==> src/rtl/aux_seq_pkg.sv <==
package aux_seq_pkg;
  localparam int unsigned ADDR_W    = 20;
  localparam int unsigned CHUNK_MAX = 16;
  localparam int unsigned CHUNK_W   = 5;
  localparam int unsigned SLOT_W    = 4;
  localparam int unsigned STAT_W    = 4;

  typedef enum logic [3:0] {
    S_IDLE, S_CLR, S_LOAD, S_ISSUE, S_WEN, S_WRP, S_CHK, S_FAIL, S_COPY, S_ADV
  } seq_state_e;

  // [7:4] len-1, [3] native, [2:1] zero, [0] read
  function automatic logic [7:0] make_cmd(input logic rd, input logic [CHUNK_W-1:0] n);
    logic [CHUNK_W-1:0] m;
    m = n - CHUNK_W'(1);
    return {m[3:0], 1'b1, 2'b00, rd};
  endfunction
endpackage

==> src/rtl/aux_seq_ptrs.sv <==
module aux_seq_ptrs
  import aux_seq_pkg::*;
#(
  parameter int unsigned LEN_W = 9,
  parameter int unsigned IDX_W = 8
) (
  input  logic                clk_i,
  input  logic                rst_ni,
  input  logic                load_i,
  input  logic [ADDR_W-1:0]   addr_i,
  input  logic [LEN_W-1:0]    len_i,
  input  logic                adv_i,
  output logic [ADDR_W-1:0]   addr_o,
  output logic [IDX_W-1:0]    off_o,
  output logic [CHUNK_W-1:0]  chunk_o,
  output logic                last_o
);
  logic [LEN_W-1:0] rem_q;

  assign last_o  = rem_q <= LEN_W'(CHUNK_MAX);
  assign chunk_o = last_o ? CHUNK_W'(rem_q) : CHUNK_W'(CHUNK_MAX);

  always_ff @(posedge clk_i or negedge rst_ni) begin
    if (!rst_ni) begin
      addr_o <= '0;
      off_o  <= '0;
      rem_q  <= '0;
    end else if (load_i) begin
      addr_o <= addr_i;
      off_o  <= '0;
      rem_q  <= len_i;
    end else if (adv_i) begin
      addr_o <= addr_o + ADDR_W'(chunk_o);
      off_o  <= off_o + IDX_W'(chunk_o);
      rem_q  <= rem_q - LEN_W'(chunk_o);
    end
  end
endmodule

==> src/rtl/aux_seq_timer.sv <==
module aux_seq_timer #(
  parameter int unsigned CNT_W = 32
) (
  input  logic             clk_i,
  input  logic             rst_ni,
  input  logic             clr_i,
  input  logic [CNT_W-1:0] lim_i,
  output logic             exp_o
);
  logic [CNT_W-1:0] cnt_q;

  assign exp_o = cnt_q >= lim_i;

  always_ff @(posedge clk_i or negedge rst_ni) begin
    if (!rst_ni)    cnt_q <= '0;
    else if (clr_i) cnt_q <= '0;
    else if (!exp_o) cnt_q <= cnt_q + CNT_W'(1);
  end
endmodule

==> src/rtl/aux_seq_retry.sv <==
module aux_seq_retry #(
  parameter int unsigned TRIES = 10
) (
  input  logic clk_i,
  input  logic rst_ni,
  input  logic clr_i,
  input  logic inc_i,
  output logic last_o
);
  localparam int unsigned RW = $clog2(TRIES + 1);
  logic [RW-1:0] cnt_q;

  assign last_o = cnt_q == RW'(TRIES - 1);

  always_ff @(posedge clk_i or negedge rst_ni) begin
    if (!rst_ni)    cnt_q <= '0;
    else if (clr_i) cnt_q <= '0;
    else if (inc_i) cnt_q <= cnt_q + RW'(1);
  end
endmodule

==> src/rtl/aux_xfer_seq.sv <==
module aux_xfer_seq
  import aux_seq_pkg::*;
#(
  parameter int unsigned MAX_LEN = 256,
  parameter int unsigned TRIES   = 10,
  parameter int unsigned CLK_KHZ = 250000,
  parameter int unsigned EN_MS   = 20,
  parameter int unsigned RP_MS   = 10,
  localparam int unsigned LEN_W  = $clog2(MAX_LEN + 1),
  localparam int unsigned IDX_W  = $clog2(MAX_LEN)
) (
  input  logic               clk_i,
  input  logic               rst_ni,
  input  logic               req_i,
  input  logic               wr_i,
  input  logic [19:0]        addr_i,
  input  logic [LEN_W-1:0]   len_i,
  output logic               busy_o,
  output logic               done_o,
  output logic               err_o,
  output logic [IDX_W-1:0]   hbuf_idx_o,
  input  logic [7:0]         hbuf_rdata_i,
  output logic               hbuf_we_o,
  output logic [7:0]         hbuf_wdata_o,
  output logic [7:0]         eng_addr_lo_o,
  output logic [7:0]         eng_addr_mid_o,
  output logic [3:0]         eng_addr_hi_o,
  output logic [7:0]         eng_cmd_o,
  output logic               eng_buf_clr_o,
  output logic               eng_buf_we_o,
  output logic [3:0]         eng_buf_idx_o,
  output logic [7:0]         eng_buf_wdata_o,
  input  logic [7:0]         eng_buf_rdata_i,
  output logic               eng_start_o,
  input  logic               eng_en_i,
  input  logic               eng_reply_i,
  output logic               eng_reply_ack_o,
  input  logic               eng_err_i,
  output logic               eng_err_ack_o,
  input  logic [3:0]         eng_status_i
);
  localparam int unsigned CNT_W  = 32;
  localparam logic [CNT_W-1:0] EN_LIM = CNT_W'(CLK_KHZ * EN_MS);
  localparam logic [CNT_W-1:0] RP_LIM = CNT_W'(CLK_KHZ * RP_MS);

  seq_state_e          state_q, state_d;
  logic [SLOT_W-1:0]   bidx_q, bidx_d;
  logic                wr_q, done_q, done_d, err_q, err_d;
  logic                ptr_load, ptr_adv, ptr_last;
  logic [ADDR_W-1:0]   cur_addr;
  logic [IDX_W-1:0]    cur_off;
  logic [CHUNK_W-1:0]  chunk;
  logic                rt_clr, rt_inc, rt_last;
  logic                tmr_clr, tmr_exp;
  logic                slot_last;

  aux_seq_ptrs #(.LEN_W(LEN_W), .IDX_W(IDX_W)) u_ptrs (
    .clk_i, .rst_ni,
    .load_i (ptr_load), .addr_i, .len_i, .adv_i (ptr_adv),
    .addr_o (cur_addr), .off_o (cur_off), .chunk_o (chunk), .last_o (ptr_last)
  );

  aux_seq_timer #(.CNT_W(CNT_W)) u_tmr (
    .clk_i, .rst_ni, .clr_i (tmr_clr),
    .lim_i (state_q == S_WRP ? RP_LIM : EN_LIM), .exp_o (tmr_exp)
  );

  aux_seq_retry #(.TRIES(TRIES)) u_retry (
    .clk_i, .rst_ni, .clr_i (rt_clr), .inc_i (rt_inc), .last_o (rt_last)
  );

  assign slot_last = CHUNK_W'(bidx_q) == chunk - CHUNK_W'(1);
  // timer restarts on entry to each wait phase
  assign tmr_clr = !(state_q == S_WEN || state_q == S_WRP) ||
                   (state_q == S_WEN && !eng_en_i);

  assign busy_o          = state_q != S_IDLE;
  assign done_o          = done_q;
  assign err_o           = err_q;
  assign eng_addr_lo_o   = cur_addr[7:0];
  assign eng_addr_mid_o  = cur_addr[15:8];
  assign eng_addr_hi_o   = cur_addr[19:16];
  assign eng_cmd_o       = make_cmd(!wr_q, chunk);
  assign eng_buf_idx_o   = bidx_q;
  assign eng_buf_wdata_o = hbuf_rdata_i;
  assign hbuf_wdata_o    = eng_buf_rdata_i;
  assign hbuf_idx_o      = cur_off + IDX_W'(bidx_q);

  always_comb begin
    state_d         = state_q;
    bidx_d          = bidx_q;
    done_d          = 1'b0;
    err_d           = 1'b0;
    ptr_load        = 1'b0;
    ptr_adv         = 1'b0;
    rt_clr          = 1'b0;
    rt_inc          = 1'b0;
    eng_buf_clr_o   = 1'b0;
    eng_buf_we_o    = 1'b0;
    eng_start_o     = 1'b0;
    eng_reply_ack_o = 1'b0;
    eng_err_ack_o   = 1'b0;
    hbuf_we_o       = 1'b0;
    unique case (state_q)
      S_IDLE: if (req_i) begin
        if (len_i == '0) done_d = 1'b1;
        else begin
          ptr_load = 1'b1;
          rt_clr   = 1'b1;
          state_d  = S_CLR;
        end
      end
      S_CLR: begin
        eng_buf_clr_o = 1'b1;
        bidx_d        = '0;
        state_d       = wr_q ? S_LOAD : S_ISSUE;
      end
      S_LOAD: begin
        eng_buf_we_o = 1'b1;
        bidx_d       = bidx_q + SLOT_W'(1);
        if (slot_last) state_d = S_ISSUE;
      end
      S_ISSUE: begin
        eng_start_o = 1'b1;
        state_d     = S_WEN;
      end
      S_WEN: begin
        if (!eng_en_i)    state_d = S_WRP;
        else if (tmr_exp) state_d = S_FAIL;
      end
      S_WRP: begin
        if (eng_reply_i) begin
          eng_reply_ack_o = 1'b1;
          state_d         = S_CHK;
        end else if (tmr_exp) state_d = S_FAIL;
      end
      S_CHK: begin
        if (eng_err_i) begin
          eng_err_ack_o = 1'b1;
          state_d       = S_FAIL;
        end else if (eng_status_i != '0) state_d = S_FAIL;
        else begin
          bidx_d  = '0;
          state_d = wr_q ? S_ADV : S_COPY;
        end
      end
      S_FAIL: begin
        if (rt_last) begin
          done_d  = 1'b1;
          err_d   = 1'b1;
          state_d = S_IDLE;
        end else begin
          rt_inc  = 1'b1;
          state_d = S_CLR;
        end
      end
      S_COPY: begin
        hbuf_we_o = 1'b1;
        bidx_d    = bidx_q + SLOT_W'(1);
        if (slot_last) state_d = S_ADV;
      end
      S_ADV: begin
        ptr_adv = 1'b1;
        rt_clr  = 1'b1;
        if (ptr_last) begin
          done_d  = 1'b1;
          state_d = S_IDLE;
        end else state_d = S_CLR;
      end
      default: state_d = S_IDLE;
    endcase
  end

  always_ff @(posedge clk_i or negedge rst_ni) begin
    if (!rst_ni) begin
      state_q <= S_IDLE;
      bidx_q  <= '0;
      wr_q    <= 1'b0;
      done_q  <= 1'b0;
      err_q   <= 1'b0;
    end else begin
      state_q <= state_d;
      bidx_q  <= bidx_d;
      done_q  <= done_d;
      err_q   <= err_d;
      if (ptr_load) wr_q <= wr_i;
    end
  end
endmodule

==> config.mk <==
export PLATFORM = sky130hd
export DESIGN_NAME = aux_xfer_seq
export DESIGN_NICKNAME = d
export VERILOG_FILES = /design/src/rtl/aux_seq_pkg.sv /design/src/rtl/aux_seq_ptrs.sv /design/src/rtl/aux_seq_timer.sv /design/src/rtl/aux_seq_retry.sv /design/src/rtl/aux_xfer_seq.sv
export SDC_FILE = /design/constraint.sdc
export NUM_CORES = 1
export LEC_CHECK = 0
export BUFFER_PORTS_ARGS = -buffer_cell sky130_fd_sc_hd__buf_4
export CAP_MARGIN = 20
export CORE_ASPECT_RATIO = 1.25
export CORE_UTILIZATION = 45
export CTS_CLUSTER_DIAMETER = 50
export CTS_CLUSTER_SIZE = 30
export DETAILED_ROUTE_END_ITERATION = 16
export PLACE_DENSITY = 0.69
export SYNTH_ARGS = -nofsm -noshare
export SYNTH_HDL_FRONTEND = slang
export SYNTH_SLANG_ARGS = --single-unit
==> constraint.sdc <==
create_clock -name clk_i -period 3.98 [get_ports clk_i]
set_input_delay 0.199 -clock clk_i [delete_from_list [all_inputs] [get_ports clk_i]]
set_output_delay 0.199 -clock clk_i [all_outputs]
set_load 0.005 [all_outputs]
==> metrics.cfg, run 1 <==
[run_status]
status=finished, final reports clean

[route]
vias=5119
drtAntennaViolNets=0
viasPerCell=5.82
dr.pass1.iters=4
wirelength_um=14300
drc_errors=0
wire_per_inst_um=16.3
dr.first_iter.drc_count=224

[floorplan]
chipWidth_um=102
initial_core_util_pct=46.4
row_count=45
io-pin-count=121
die_area_um2=13000
core_um2=12200
fp.dieH_um=127

[clock_network]
clkSinkCount=84
postCtsSetupBuffers=0
numCtsBuffers=9
clk_latency_ns=0.34
cts_tree=built
clock-root-buffer=clkbuf_16
clk_pin_slew_worst_paths_ns=0.06
cts_max_level=3
clock_path_buffers=2

[cells_and_area]
fillers=1129
drive_gt1_share_pct=17.0
fin_util_pct=54.6
multiInputGateArea_um2=3200
antenna_cells=0
ff_latch_area_um2=2100
syn2layout_area_growth_pct=17.7
nNetsFinal=804

[global_route]
grt_max_degree=51
first_global_vias=5110
grt_antenna_before_repair=0
grtUsageTotal_pct=23.3
grt_pass1_wl_um=23800
overflow=0

[synthesis]
ys.flop_type=dfrtp_1
synth_area_per_cell_um2=8.73
synth-simple-area-share_pct=22.4
synthAdderAreaFrac_pct=8.35
synth_top_family_by_area=simple AND/OR/NAND/NOR gates
ys_seq_area_share_pct=37.1
yosysUniqueCellTypes=66
ys_ff_latch=84
synth_area_um2=5670
synthXorXnorAreaFrac_pct=4.64
synth-compound-area-share_pct=20.0
synth_cells=649
yosys_warnings=0
postSynth.asyncResetShare_pct=100
synth_edf_count=0
synth_mux_area_share_pct=0.729

[sta]
finalHoldViolations=0
fmax_mhz=279
timing.final.crit_period_ns=3.58
min_period_over_period_pct=89.9
slew_headroom_pct=46.6
rsz0062_at_grt=false
fin_tns_setup_ns=0
drv_slew=0
setup_viol=0
tightest_slew_ns=0.796
skew_ns=0.00887

[worst_hold_path]
min_path_cells=3
hold_path_end=wr_q
hp-start=wr_i
min_path_type=in2reg

[critical_path]
critPathLaunchType=flip-flop
required_ns=4.21
endpoint_kind=flip-flop
reg2reg_from=u_ptrs.rem_q[8]
path_cells=or4_1 -> nor2_1 -> buf_4 -> and2_1 -> ha_1 -> inv_1 -> fa_1 -> nand2b_1 -> a21oi_1 -> o21bai_1 -> o21ai_0 -> nand2_1 -> a221o_1
worst_r2r_endpoint=u_ptrs.addr_o[18]
crit_path_max_fanout=7
worstRegToRegCells=13
crit_arrival_ns=3.81
critPathKind=reg2reg
regToRegSetupSlack_ns=0.40
slowest_delay_ns=0.60
slowest_stage=or4_1

[power]
swShare_pct=38.2
p_int_uw=2310
p_leak_uw=0.00297
combPwrFrac_pct=39.1
power.switching_uw=1430
clkPwrFrac_pct=24.3
p_per_area_nw_per_um2=561
seqPwrFrac_pct=36.6
vdd_drop_max_mv=0.330

[run]
maxCapViolCount=0

[placement]
port_buffers=85
gp_congestion=0.897
dpl.hpwl_um=10600

[timing repair]
item / in CTS / in global routing
gates resized for setup: 0 / 1
endpoints found under the setup margin: 0 / 5
hold endpoints to repair: 49 / 0
hold buffers: 1 / 0
[cells in the mapped netlist, types with 4 or more instances]
master	number	share of area, %
a211oi_1	5	0.66
a21o_1	11	1.5
a21oi_1	36	3.2
a221o_1	8	1.4
a22o_1	4	0.62
a31oi_1	8	0.88
and2_1	14	1.5
and3_1	7	0.77
buf_4	20	2.7
clkbuf_1	25	1.7
dfrtp_1	84	37
ha_1	33	7.3
inv_1	32	2.1
nand2_1	65	4.3
nand2b_1	8	0.88
nand3_1	20	1.8
nand4_1	13	1.4
nor2_1	52	3.4
nor2b_1	8	0.88
nor3_1	19	1.7
nor4_1	14	1.5
o21ai_0	40	3.5
o21bai_1	4	0.53
o311ai_0	5	0.77
o31ai_1	7	0.93
or3_1	5	0.55
or4_1	9	1.2
xnor2_1	19	2.9
xor2_1	11	1.7
[cell usage in the layout (no fill, tap or decap), drive strengths merged, types with 9 or more instances in the layout]
cell type / count
a21o: 11
a21oi: 36
a31oi: 9
and2: 14
buf: 95
clkbuf: 11
dfrtp: 84
ha: 33
inv: 33
nand2: 65
nand3: 20
nand4: 13
nor2: 52
nor3: 19
nor4: 16
o21ai: 43
or4: 9
xnor2: 19
xor2: 11
[sequential cells by signal, indices dropped and copies added (netlist names)]
| register | count |
|---|---|
| state_q | 4 |
| u_ptrs.off_o | 8 |
| u_ptrs.addr_o | 20 |
| u_retry.cnt_q | 4 |
| u_ptrs.rem_q | 9 |
| err_o | 1 |
| wr_q | 1 |
| eng_buf_idx_o | 4 |
| u_tmr.cnt_q | 32 |
| done_o | 1 |
[power groups by stage]
stage | Sequential, uW | Clock [uW] | Combinational [uW]
3_3_place_gp | 1360 | 0 | 1420
3_5_place_dp | 1370 | 0 | 1470
5_1_grt | 1410 | 958 | 1640
4_1_cts | 1360 | 925 | 1470
6_report | 1370 | 909 | 1460
2_1_floorplan | 1250 | 0 | 992
[critical path, delay by kind of cell (launching register included)]
| kind | cells | cell delay, ns |
|---|---|---|
| adders and majority gates | 2 | 0.61 |
| AOI/OAI and AO/OA | 4 | 1.02 |
| buffers and inverters | 2 | 0.21 |
| DFF | 1 | 0.43 |
| and+or+nand+nor | 5 | 1.18 |
[how the worst max path moves through the flow]
stage	from	endpoint	slack [ns]	depth (start not counted)
after floorplan	state_q[2]	u_tmr.cnt_q[17]	0.65	12
after global placement	state_q[1]	state_q[0]	0.48	10
after detailed placement	state_q[1]	u_tmr.cnt_q[19]	0.29	10
after CTS	state_q[1]	u_tmr.cnt_q[19]	0.25	10
after global routing	state_q[1]	u_tmr.cnt_q[22]	0.14	10
final	u_ptrs.rem_q[8]	u_ptrs.addr_o[18]	0.40	13
[logic make-up (layout without fill, tap and decap cells)]
| family | after synthesis | in the layout |
|---|---|---|
| multiplexers | 4 | 4 |
| AND/OR/NAND/NOR | 248 | 248 |
| adder cells (fa/ha/maj) | 36 | 36 |
| XOR/XNOR | 30 | 30 |
| other | 2 | 4 |
| buffers and inverters | 79 | 144 |
| flip-flops | 84 | 84 |
| AO/OA/AOI/OAI | 166 | 166 |
[final cells by class]
class | count | share of cell area (%)
Inverter | 33 | 1.86
Multi-Input combinational cell | 488 | 47.9
Clock inverter | 4 | 1.11
Clock buffer | 11 | 3.64
Sequential cell | 84 | 31.5
Tap cell | 164 | 3.08
Timing Repair Buffer | 96 | 10.8
[metal layers]
layer  vias to the layer above  routed length, um  GRT usage [%]
met5                         -                  0              0
met4                         0                388           10.7
met3                        35                719           5.31
met2                       151               7420           40.3
met1                      2473               5800           27.0
li1                       2460                  -              -
[per-stage QoR]
step / area, um2 / hold slack (ns) / total power [uW] / setup slack (ns) / cells
detailed placement: 6340 / 0.271 / 2840 / 0.293 / 864
global route: 6670 / 0.0677 / 4010 / 0.140 / 880
global placement: 6340 / 0.267 / 2790 / 0.479 / 864
floorplan: 5670 / -0.0966 / 2250 / 0.646 / 651
finish: 6670 / 0.0559 / 3740 / 0.401 / 880
CTS: 6660 / 0.0545 / 3760 / 0.254 / 880
No activity file was read; power rests on OpenSTA's default activity.
==> run 2, diff against run 1 <==
--- a/config.mk
+++ b/config.mk
@@ -8,11 +8,11 @@
 export BUFFER_PORTS_ARGS = -buffer_cell sky130_fd_sc_hd__buf_4
 export CAP_MARGIN = 20
 export CORE_ASPECT_RATIO = 1.25
-export CORE_UTILIZATION = 45
+export CORE_UTILIZATION = 56
 export CTS_CLUSTER_DIAMETER = 50
 export CTS_CLUSTER_SIZE = 30
 export DETAILED_ROUTE_END_ITERATION = 16
-export PLACE_DENSITY = 0.69
+export PLACE_DENSITY = 0.83
 export SYNTH_ARGS = -nofsm -noshare
 export SYNTH_HDL_FRONTEND = slang
 export SYNTH_SLANG_ARGS = --single-unit
==> metrics.cfg, run 2 (synthesized netlist as in run 1, its figures left out) <==
[cells_and_area]
layout_common_cells=buf_4, dfrtp_1, nand2_1
fin_util_pct=68.6
largest_register_ffs=32
drive_gt1_share_pct=17.2
fillers=798
stdcell_area_um2=6660
multiInputGateArea_um2=3200
ff_latch_area_um2=2100
reg_top3=u_tmr.cnt_q: 32 flops, u_ptrs.addr_o: 20 flops, u_ptrs.rem_q: 9 flops
nNetsFinal=805
syn2layout_area_growth_pct=17.6
mostFrequentLayoutCell=buf_4
top_register=u_tmr.cnt_q
antenna_cells=0

[power]
vdd_drop_max_mv=0.364
p_per_area_nw_per_um2=565
p_leak_uw=0.00299

[global_route]
grtUsageTotal_pct=29.2
first_global_vias=5122
overflow=0
grt_pass1_wl_um=24300
grt_max_degree=85
grt_antenna_before_repair=0

[critical_path]
required_ns=4.20
endpoint_kind=flip-flop
worstRegToRegCells=13
critPathLaunchType=flip-flop
crit_arrival_ns=3.79
worst_r2r_endpoint=u_ptrs.addr_o[14]
regToRegSetupSlack_ns=0.41
crit_path_max_fanout=7
critPathKind=reg2reg
reg2reg_from=u_ptrs.rem_q[8]

[clock_network]
numCtsBuffers=9
cts_max_level=3
clk_pin_slew_worst_paths_ns=0.06
clock_path_buffers=2
postCtsSetupBuffers=0
clk_latency_ns=0.34
clkSinkCount=84
clock-root-buffer=clkbuf_16
cts_tree=built

[sta]
fmax_mhz=280
setup_viol=0
rsz0062_at_grt=false
slew_headroom_pct=45.6
fin_tns_setup_ns=0
skew_ns=0.00787
timing.final.crit_period_ns=3.57
min_period_over_period_pct=89.7
drv_slew=0
finalHoldViolations=0
tightest_slew_ns=0.809

[placement]
port_buffers=85
gp_congestion=0.913
dpl.hpwl_um=10600
placed_area_um2=6280

[route]
vias=5249
wirelength_um=14800
dr.pass1.iters=5
wire_per_inst_um=17.5
drc_errors=0
dr.first_iter.drc_count=387
drtAntennaViolNets=0
viasPerCell=6.23

[floorplan]
fp.dieH_um=114
initial_core_util_pct=58.4
die_area_um2=10500
io-pin-count=121
chipWidth_um=92.0
core_um2=9710
row_count=40

[worst_hold_path]
min_path_cells=3
min_path_type=in2reg
hold_path_end=u_ptrs.addr_o[8]
hp-start=addr_i[8]

[run_status]
status=finished, final reports clean

[run]
maxCapViolCount=0

==> run 2: per-stage QoR <==
stage / hold slack (ns) / worst slack (ns) / power [uW] / std cells
after floorplan: -0.0966 / 0.646 / 2250 / 651
after global placement: 0.398 / 0.480 / 2770 / 825
after detailed placement: 0.398 / 0.302 / 2830 / 825
after CTS: 0.0513 / 0.195 / 3740 / 840
after global routing: 0.0535 / 0.152 / 4020 / 843
final: 0.0558 / 0.408 / 3760 / 843
==> run 2: worst max-delay path by stage <==
stage | from | endpoint | slack, ns | cells after the start
floorplan | state_q[2] | u_tmr.cnt_q[17] | 0.65 | 12
CTS | state_q[1] | u_tmr.cnt_q[19] | 0.19 | 10
global route | state_q[1] | u_tmr.cnt_q[17] | 0.15 | 10
finish | u_ptrs.rem_q[8] | u_ptrs.addr_o[14] | 0.41 | 13
global placement | state_q[1] | u_tmr.cnt_q[20] | 0.48 | 10
detailed placement | state_q[1] | state_q[0] | 0.30 | 10
==> run 2: layout make-up <==
class | count | area share (%)
inverter | 33 | 1.86
sequential | 84 | 31.6
clock buffer | 11 | 3.64
tap | 126 | 2.37
clock inverter | 4 | 1.11
timing repair buffer | 97 | 11.5
multi-input combinational | 488 | 48.0
==> run 2: what timing repair did <==
item | 4_1_cts | 5_1_grt
endpoints found under the hold margin | 0 | 39
hold buffers | 0 | 1
gates resized for setup | 0 | 1
endpoints found under the setup margin | 0 | 9
==> run 2: power breakdown <==
group	switching (uW)	internal, uW	total, uW
registers	315	1050	1370
clock network	340	564	904
logic	781	711	1490
==> run 2: routing by layer <==
layer / part of all wire, % / up-vias / global-route usage (%) / wire length (um)
met4: 4.4 / 0 / 17.5 / 657
met1: 38 / 2505 / 33.5 / 5660
li1: - / 2467 / - / -
met3: 5.6 / 66 / 5.64 / 830
met5: 0 / - / 0 / 0
met2: 52 / 211 / 50.4 / 7630
==> run 2: worst max-delay path, cell delays in order (launching register included) <==
cell,delay [ns]
dfrtp_1,0.43
or4_1,0.61
nor2_1,0.13
buf_4,0.15
and2_1,0.22
ha_1,0.23
inv_1,0.06
fa_1,0.38
nand2b_1,0.18
a21oi_1,0.22
o21bai_1,0.24
o21ai_0,0.22
nand2_1,0.07
a221o_1,0.31
